File: config.mk
export PLATFORM = sky130hd
export DESIGN_NAME = ext_bus_seq
export DESIGN_NICKNAME = d
export VERILOG_FILES = /design/src/rtl/xbus_pkg.sv /design/src/rtl/xbus_area_cfg.sv /design/src/rtl/xbus_seq_fsm.sv /design/src/rtl/xbus_lane.sv /design/src/rtl/ext_bus_seq.sv
export SDC_FILE = /design/constraint.sdc
export NUM_CORES = 1
export LEC_CHECK = 0
export BUFFER_PORTS_ARGS = -buffer_cell sky130_fd_sc_hd__buf_4
export CAP_MARGIN = 20
export CORE_ASPECT_RATIO = 0.75
export CORE_UTILIZATION = 40
export CTS_CLUSTER_DIAMETER = 40
export CTS_CLUSTER_SIZE = 16
export DETAILED_ROUTE_END_ITERATION = 12
export SKIP_CTS_REPAIR_TIMING = 1
export SLEW_MARGIN = 40
export SYNTH_ARGS = -nofsm -noshare
export SYNTH_HDL_FRONTEND = slang
export SYNTH_HIERARCHICAL = 1
export SYNTH_SLANG_ARGS = --single-unit
export TNS_END_PERCENT = 1
File: constraint.sdc
create_clock -name clk -period 2.5 [get_ports clk]
set_input_delay 0.5 -clock clk [delete_from_list [all_inputs] [get_ports clk]]
set_output_delay 0.5 -clock clk [all_outputs]
set_load 0.01 [all_outputs]
File: src/rtl/xbus_pkg.sv
package xbus_pkg;

    parameter int XB_WAIT_W = 2;

    typedef struct packed {
        logic                 wide;
        logic                 three;
        logic [XB_WAIT_W-1:0] waits;
    } area_cfg_t;

    typedef enum logic [2:0] {
        PH_IDLE = 3'd0,
        PH_T1   = 3'd1,
        PH_T2   = 3'd2,
        PH_TW   = 3'd3,
        PH_T3   = 3'd4
    } phase_e;

endpackage

File: src/rtl/xbus_area_cfg.sv
module xbus_area_cfg
    import xbus_pkg::*;
#(
    parameter int AREA_BITS = 3
) (
    input  logic                             clk,
    input  logic                             rst_n,
    input  logic                             mode_wide,
    input  logic                             boot_burst,
    input  logic                             cfg_we,
    input  logic [AREA_BITS-1:0]             cfg_area,
    input  area_cfg_t                        cfg_new,
    output area_cfg_t [(1<<AREA_BITS)-1:0]   cfg_table,
    output logic                             bus_mode16
);
    localparam int NUM_AREAS = 1 << AREA_BITS;

    area_cfg_t cfg_d [NUM_AREAS];
    area_cfg_t cfg_q [NUM_AREAS];

    for (genvar g = 0; g < NUM_AREAS; g++) begin : g_area
        localparam logic [AREA_BITS-1:0] IDX = AREA_BITS'(g);

        always_comb begin
            cfg_d[g] = cfg_q[g];
            if (cfg_we && (cfg_area == IDX)) begin
                cfg_d[g] = cfg_new;
            end
        end

        always_ff @(posedge clk) begin
            if (!rst_n) begin
                cfg_q[g].wide  <= mode_wide;
                cfg_q[g].three <= 1'b1;
                cfg_q[g].waits <= '1;
            end else begin
                cfg_q[g] <= cfg_d[g];
            end
        end
    end

    always_comb begin
        logic any_wide;
        any_wide = 1'b0;
        for (int i = 0; i < NUM_AREAS; i++) begin
            cfg_table[i] = cfg_q[i];
            any_wide     = any_wide | cfg_q[i].wide;
        end
        bus_mode16 = any_wide | boot_burst;
    end

endmodule

File: src/rtl/xbus_seq_fsm.sv
module xbus_seq_fsm
    import xbus_pkg::*;
#(
    parameter int ADDR_W    = 24,
    parameter int AREA_BITS = 3,
    parameter int DATA_W    = 16
) (
    input  logic                            clk,
    input  logic                            rst_n,
    input  logic                            req,
    input  logic                            req_we,
    input  logic                            req_size16,
    input  logic [ADDR_W-1:0]               req_addr,
    input  logic [DATA_W-1:0]               req_wdata,
    input  area_cfg_t [(1<<AREA_BITS)-1:0]  cfg_table,
    input  logic [DATA_W/2-1:0]             din_lo,
    output logic                            busy,
    output logic                            done,
    output logic                            strobe,
    output logic                            acc_we,
    output logic                            acc_size16,
    output logic                            acc_split,
    output logic                            acc_second,
    output logic [ADDR_W-1:0]               bus_addr,
    output logic [DATA_W-1:0]               acc_wdata,
    output logic [DATA_W/2-1:0]             acc_hi
);
    localparam int BYTE_W = DATA_W / 2;

    typedef struct packed {
        phase_e               ph;
        logic [XB_WAIT_W-1:0] wcnt;
        logic                 second;
        logic                 split;
        logic                 we;
        logic                 size16;
        logic [ADDR_W-1:0]    addr;
        logic [DATA_W-1:0]    wdata;
        logic [BYTE_W-1:0]    hi;
        area_cfg_t            cfg;
    } seq_t;

    localparam seq_t SEQ_RST = '0;

    seq_t s_d, s_q;
    logic beat_end;
    area_cfg_t sel_cfg;

    always_comb begin
        sel_cfg  = cfg_table[req_addr[ADDR_W-1 -: AREA_BITS]];
        beat_end = ((s_q.ph == PH_T2) && !s_q.cfg.three) || (s_q.ph == PH_T3);
        s_d      = s_q;

        case (s_q.ph)
            PH_IDLE: begin
                if (req) begin
                    s_d.ph     = PH_T1;
                    s_d.addr   = req_addr;
                    s_d.we     = req_we;
                    s_d.size16 = req_size16;
                    s_d.wdata  = req_wdata;
                    s_d.cfg    = sel_cfg;
                    s_d.split  = req_size16 && !sel_cfg.wide;
                    s_d.second = 1'b0;
                    s_d.wcnt   = '0;
                end
            end
            PH_T1: s_d.ph = PH_T2;
            PH_T2: begin
                if (s_q.cfg.three) begin
                    if (s_q.cfg.waits != '0) begin
                        s_d.ph   = PH_TW;
                        s_d.wcnt = s_q.cfg.waits - XB_WAIT_W'(1);
                    end else begin
                        s_d.ph = PH_T3;
                    end
                end
            end
            PH_TW: begin
                if (s_q.wcnt == '0) begin
                    s_d.ph = PH_T3;
                end else begin
                    s_d.wcnt = s_q.wcnt - XB_WAIT_W'(1);
                end
            end
            default: ;
        endcase

        if (beat_end) begin
            if (s_q.split && !s_q.second) begin
                s_d.second = 1'b1;
                s_d.ph     = PH_T1;
                s_d.hi     = din_lo;
            end else begin
                s_d.ph = PH_IDLE;
            end
        end
    end

    always_ff @(posedge clk) begin
        if (!rst_n) begin
            s_q <= SEQ_RST;
        end else begin
            s_q <= s_d;
        end
    end

    always_comb begin
        busy       = (s_q.ph != PH_IDLE);
        done       = beat_end && (!s_q.split || s_q.second);
        strobe     = busy && (s_q.ph != PH_T1);
        acc_we     = s_q.we;
        acc_size16 = s_q.size16;
        acc_split  = s_q.split;
        acc_second = s_q.second;
        acc_wdata  = s_q.wdata;
        acc_hi     = s_q.hi;
        bus_addr   = s_q.addr;
        if (s_q.split) begin
            bus_addr[0] = s_q.second;
        end
    end

endmodule

File: src/rtl/xbus_lane.sv
module xbus_lane #(
    parameter int DATA_W = 16
) (
    input  logic                split,
    input  logic                second,
    input  logic                size16,
    input  logic [DATA_W-1:0]   wdata,
    input  logic [DATA_W/2-1:0] hi,
    input  logic [DATA_W-1:0]   din,
    output logic [DATA_W-1:0]   dout,
    output logic [DATA_W-1:0]   rdata
);
    localparam int BYTE_W = DATA_W / 2;

    always_comb begin
        if (split) begin
            dout  = {{BYTE_W{1'b0}}, (second ? wdata[BYTE_W-1:0] : wdata[DATA_W-1:BYTE_W])};
            rdata = {hi, din[BYTE_W-1:0]};
        end else if (size16) begin
            dout  = wdata;
            rdata = din;
        end else begin
            dout  = {{BYTE_W{1'b0}}, wdata[BYTE_W-1:0]};
            rdata = {{BYTE_W{1'b0}}, din[BYTE_W-1:0]};
        end
    end

endmodule

File: src/rtl/ext_bus_seq.sv
module ext_bus_seq
    import xbus_pkg::*;
#(
    parameter int ADDR_W    = 24,
    parameter int AREA_BITS = 3,
    parameter int DATA_W    = 16
) (
    input  logic                 clk,
    input  logic                 rst_n,
    input  logic                 mode_wide,
    input  logic                 boot_burst,
    input  logic                 cfg_we,
    input  logic [AREA_BITS-1:0] cfg_area,
    input  logic                 cfg_wide,
    input  logic                 cfg_three,
    input  logic [XB_WAIT_W-1:0] cfg_waits,
    input  logic                 req,
    input  logic                 req_we,
    input  logic                 req_size16,
    input  logic [ADDR_W-1:0]    req_addr,
    input  logic [DATA_W-1:0]    req_wdata,
    output logic                 busy,
    output logic                 done,
    output logic [DATA_W-1:0]    rdata,
    output logic [ADDR_W-1:0]    ext_addr,
    output logic                 ext_as_n,
    output logic                 ext_rd_n,
    output logic                 ext_wr_n,
    output logic [DATA_W-1:0]    ext_dout,
    input  logic [DATA_W-1:0]    ext_din,
    output logic                 bus_mode16
);
    localparam int NUM_AREAS = 1 << AREA_BITS;
    localparam int BYTE_W    = DATA_W / 2;

    area_cfg_t                 cfg_new;
    area_cfg_t [NUM_AREAS-1:0] cfg_table;
    logic                      strobe, acc_we, acc_size16, acc_split, acc_second;
    logic [DATA_W-1:0]         acc_wdata;
    logic [BYTE_W-1:0]         acc_hi;

    always_comb begin
        cfg_new.wide  = cfg_wide;
        cfg_new.three = cfg_three;
        cfg_new.waits = cfg_waits;
    end

    xbus_area_cfg #(.AREA_BITS(AREA_BITS)) u_cfg (
        .clk        (clk),
        .rst_n      (rst_n),
        .mode_wide  (mode_wide),
        .boot_burst (boot_burst),
        .cfg_we     (cfg_we),
        .cfg_area   (cfg_area),
        .cfg_new    (cfg_new),
        .cfg_table  (cfg_table),
        .bus_mode16 (bus_mode16)
    );

    xbus_seq_fsm #(.ADDR_W(ADDR_W), .AREA_BITS(AREA_BITS), .DATA_W(DATA_W)) u_fsm (
        .clk        (clk),
        .rst_n      (rst_n),
        .req        (req),
        .req_we     (req_we),
        .req_size16 (req_size16),
        .req_addr   (req_addr),
        .req_wdata  (req_wdata),
        .cfg_table  (cfg_table),
        .din_lo     (ext_din[BYTE_W-1:0]),
        .busy       (busy),
        .done       (done),
        .strobe     (strobe),
        .acc_we     (acc_we),
        .acc_size16 (acc_size16),
        .acc_split  (acc_split),
        .acc_second (acc_second),
        .bus_addr   (ext_addr),
        .acc_wdata  (acc_wdata),
        .acc_hi     (acc_hi)
    );

    xbus_lane #(.DATA_W(DATA_W)) u_lane (
        .split  (acc_split),
        .second (acc_second),
        .size16 (acc_size16),
        .wdata  (acc_wdata),
        .hi     (acc_hi),
        .din    (ext_din),
        .dout   (ext_dout),
        .rdata  (rdata)
    );

    always_comb begin
        ext_as_n = !busy;
        ext_rd_n = !(strobe && !acc_we);
        ext_wr_n = !(strobe && acc_we);
    end

endmodule

After elaboration in Yosys (flattened, before gate mapping)
Memory sizes are Yosys's and may differ from the RTL's.
Cells that the tools add are included.
Widths: inputs -> output; s select.

operators by class
  add/sub/neg operators = 2
  $mul = 0
  divide/modulo/power cells = 0
  $lt $le $gt $ge = 1
  eq/ne operators = 19
  shift operators = 0
  multiplexer cells = 39
  bitwise operators = 16
  reductions and logical operators = 36

operator list
  operator            number
  $mux 4              17
  $mux 16             4
  $mux 49             1
  $mux 44             1
  $or 1x1->1          16
  $eq 3x3->1 const B  5
  $logic_and 1x1->1   15
  $bmux 4 s3          1
  $eq 3x2->1 const B  4
  $pmux 3 s4          1
  $mux 3              3
  $ne 3x1->1 const B  3
  $logic_not 1->1     8
  $mux 8              1
  $eq 3x1->1 const B  2
  $logic_not 3->1     2
  $mux 1              6
  $ne 2x2->1 const B  3
  $pmux 2 s3          1
  $reduce_bool 3->1   2
  $mux 5              1
  $reduce_and 5->1    1
  $reduce_bool 5->1   1
  $lt 3x4->1 const B  1
  other kinds (9)     13

word-level totals
  bits in registers = 60
  latch bits = 0
  memory bits (writable) = 32
  ROM bits = 0
  input bits = 71
  output and inout bits = 62
  logic and storage cells = 125
  memories kept = 1

memory list
  memory       depth  width  rd ports  clocked after Yosys merged registers in  wr ports  line                 RTL
  u_cfg.cfg_q  8      4      8         0                                        8         xbus_area_cfg.sv:19  area_cfg_t cfg_q [NUM_AREAS];

Logic depth before layout (Yosys ltp)
An unclocked memory read counts as a cell.

  depth in word-level cells = 9
  mapped depth = 5
  mapped depth without buffers = 4

By module
The synthesis kept the hierarchy.

modules (own cells, without submodules)
  module         times used  cells each  area an instance (um2)  sequential area each (um2)
  xbus_seq_fsm   1           355         3,057.9                 1,201.2
  xbus_area_cfg  1           129         1,395.1                 720.7
  xbus_lane      1           37          355.3                   0.0
  ext_bus_seq    1           3           13.8                    0.0

Worst setup path after synthesis
OpenSTA, ideal clock, no wires.

  path kind = input to register
  from = input port cfg_area[1]
  to = memory u_cfg/cfg_q[0][3] in the netlist's numbering, enable pin
  library setup time = 291 ps
  arrival time = 1,340 ps
  required time = 2,209 ps
  slack = 869 ps
  stages = 4
  buffers on the path = 2
  cell sequence = buf_2 > or4b_4 > buf_6 > nand2_1

RTL lines
  item             line                 RTL
  start, declared  ext_bus_seq.sv:13    input logic [AREA_BITS-1:0] cfg_area,
  end, declared    xbus_area_cfg.sv:19

Worst setup path in the final report
  from = register u_fsm.s_q (netlist bit u_fsm/acc_split)
  to = output port ext_dout[3]

between the ends
  cells in the longest elaborated chain, start to end = 1

RTL lines
  item                    line                 RTL
  start, declared         xbus_seq_fsm.sv:45   seq_t s_d, s_q;
  start signal, assigned  xbus_seq_fsm.sv:102  s_q <= SEQ_RST;
  start signal, assigned  xbus_seq_fsm.sv:104  s_q <= s_d;
  $mux 16                 xbus_lane.sv:16      if (split) begin
  end, declared           ext_bus_seq.sv:29    output logic [DATA_W-1:0] ext_dout,

Every way passes these cells.

==> flow_metrics.tcl <==
set metrics [dict create \
    status "finished clean" \
    worstSetupPathType "flip-flop to output port" \
    vias 3583 \
    track_usage 0.1712 \
    setup_violations 0 \
    overflow 0 \
    path_clk_slew_ns 0.06 \
    fin_hold_ws_ns 0.4104 \
    drt_pass1_iterations 4 \
    drive_gt1_frac 0.2884 \
    cts.sinks 92 \
    io_pins 133 \
    power_density_nw_per_um2 701.6 \
    syn_area_um2 4822 \
    tightestPinTransition_ns 0.6576 \
    die_h_um 97.09 \
    drc 0 \
    grt_pass1_wl_um 16870 \
    cts_buffers 9 \
    synth_flop_cell "dfxtp_1" \
    fin_tns_setup_ns 0 \
    final_common_cell "buf_4" \
    required_ns 2.00 \
    cp_max_fo 13 \
    yosys_warnings 6 \
    grt_max_degree 80 \
    totalWireLength_um 10280 \
    place_ws_ns 0.6451 \
    finalWorstSetupSlack_ns 0.3081 \
    synth_async_sr_flop_share 0 \
    hold_violations 0 \
    clock.fmax_ghz 0.4562 \
    insertion_delay_ns 0.34 \
    synth_top_area_share 0.3487 \
    cts_root_buffer "clkbuf_16" \
    clockBufferDepth 2 \
    portBuffers 132 \
    maxSlewHeadroom 0.5607 \
    rows 34 \
    place_congestion 0.7600 \
    dp.final_hpwl_um 7429 \
    core_um2 11660 \
    wire_per_inst_um 13.87 \
    start_kind "flip-flop" \
    synth.distinct_cells 51 \
    hp-class "input port to flip-flop" \
    p_leak_nw 2.494 \
    cts_tree "built" \
    start_util 0.4137 \
    h-tree-depth 3 \
    finalCriticalPeriod_ns 2.192 \
    drv_slew 0 \
    ff2ff_setup_slack_ns 0.69 \
    cp.arrival_ns 1.69 \
    drtAntennaViolNets 0 \
    die_x_um 128.8 \
    peakVddDrop_v 0.0003064 \
    drt_iter0_drc 136 \
    antenna_found_initial 0 \
    fill_cells 1145 \
    synth_edf_count 8 \
    ys_ff_latch 92 \
    synth_area_leader_cell "dfxtp_1" \
    layout.nets 645 \
    synth_cells 524 \
    netlist_top_cells_area "dfxtp_1 35%, buf_4 8.7%, nand2_1 8.5%" \
    syn_to_final_growth_pct 18.03 \
    endpoint_kind "output port" \
    diodes 0 \
    synth_nets 595 \
    finalClockSkew_ns 0.004180 \
    avgViaCountPerCell 4.835 \
    yosysSeqAreaShare 0.3985 \
    dieArea_um2 12500 \
    grt_pass1_vias 3444 \
    rsz0062_at_grt "no" \
    avgSynthCellArea_um2 9.203 \
    cap_viol_max_count 0 \
    timing.final.crit_share 0.8768 \
    layout_common_cells "134 x buf_4, 109 x nand2_1, 84 x dfxtp_1, 30 x nor2b_1" \
]
## final cells by class
type / instances / area (um^2) / area share
inverter: 2 / 7.507 / 0.001319
clock buffer: 14 / 254.0 / 0.04463
timing repair buffer: 135 / 1026 / 0.1803
sequential: 92 / 1922 / 0.3377
multi-input combinational: 334 / 2245 / 0.3944
tap: 162 / 202.7 / 0.03561
clock inverter: 2 / 35.03 / 0.006155
## per-stage QoR
step           total power [W]  utilization  cells  cell area (um^2)
6_report              0.003993       0.4883    741              5692
5_1_grt               0.004234       0.4883    741              5692
4_1_cts               0.004061       0.4883    741              5692
3_5_place_dp          0.002721       0.4635    725              5403
3_3_place_gp          0.002696       0.4635    725              5403
2_1_floorplan         0.002489            -    524              4822
## worst max-delay path, cell delays in order (launching register included)
cell and delay (ns):
dfxtp_1 0.66, nand2b_4 0.22, mux2_4 0.34, buf_4 0.14
## worst paths after layout
check / start / endpoint / cells past startpoint
worst max-delay path: u_fsm/acc_split$_SDFFE_PN0P_ / ext_dout[3] / 3
worst min-delay path: req_addr[1] / u_fsm/bus_addr[1]$_SDFFE_PN0P_ / 3
worst max register to register: u_fsm/s_q[59]$_SDFFE_PN0P_ / u_fsm/acc_second$_SDFF_PN0_ / 4
worst min register to register: u_fsm/bus_addr[13]$_SDFFE_PN0P_ / u_fsm/bus_addr[13]$_SDFFE_PN0P_ / 2
## cells in the mapped netlist (9+ instances only)
cell type and instances:
clkbuf_1 20, nand2_1 109, a21boi_1 17, mux2i_1 28, buf_2 11, nor2b_1 30, o21ai_0 26, and2_1 9
a21boi_0 28, buf_4 56, dfxtp_1 84, nand3_1 11
## power by group
part / internal (W) / total [W] / leakage, nW / switching [W]
clock: 0.000802 / 0.00132 / 0.141 / 0.000516
combinational: 0.000453 / 0.000923 / 1.59 / 0.000470
sequential: 0.00163 / 0.00175 / 0.765 / 0.000125
total: 0.00288 / 0.00399 / 2.49 / 0.00111
## cells by family (layout without fill, tap and decap cells)
family	count (synthesis)	count (layout)	synth area share
buffers and inverters	98	153	0.1378
xor gates and xnor gates	2	2	0.003633
muxes	44	44	0.1220
DFF	92	92	0.3985
AOI/OAI and AO/OA	94	94	0.1328
and+or+nand+nor	194	194	0.2052
## metal layers
layer  routed length (um)  GRT usage  vias up
met2                 4854     0.2877       77
met1                 4778     0.2134     1669
met3                  538    0.04681       10
li1                     -          -     1827
met5                    0          0        -
met4                  104    0.04887        0
## state kept, by name (all words and copies together), names as in the netlist
register          count
u_fsm/acc_split       1
u_fsm/s_q             9
u_fsm/acc_hi          8
u_fsm/acc_we          1
u_cfg/cfg_q          32
u_fsm/acc_second      1
u_fsm/acc_size16      1
u_fsm/acc_wdata      16
u_fsm/bus_addr       23
No activity file was read; power rests on OpenSTA's default activity.
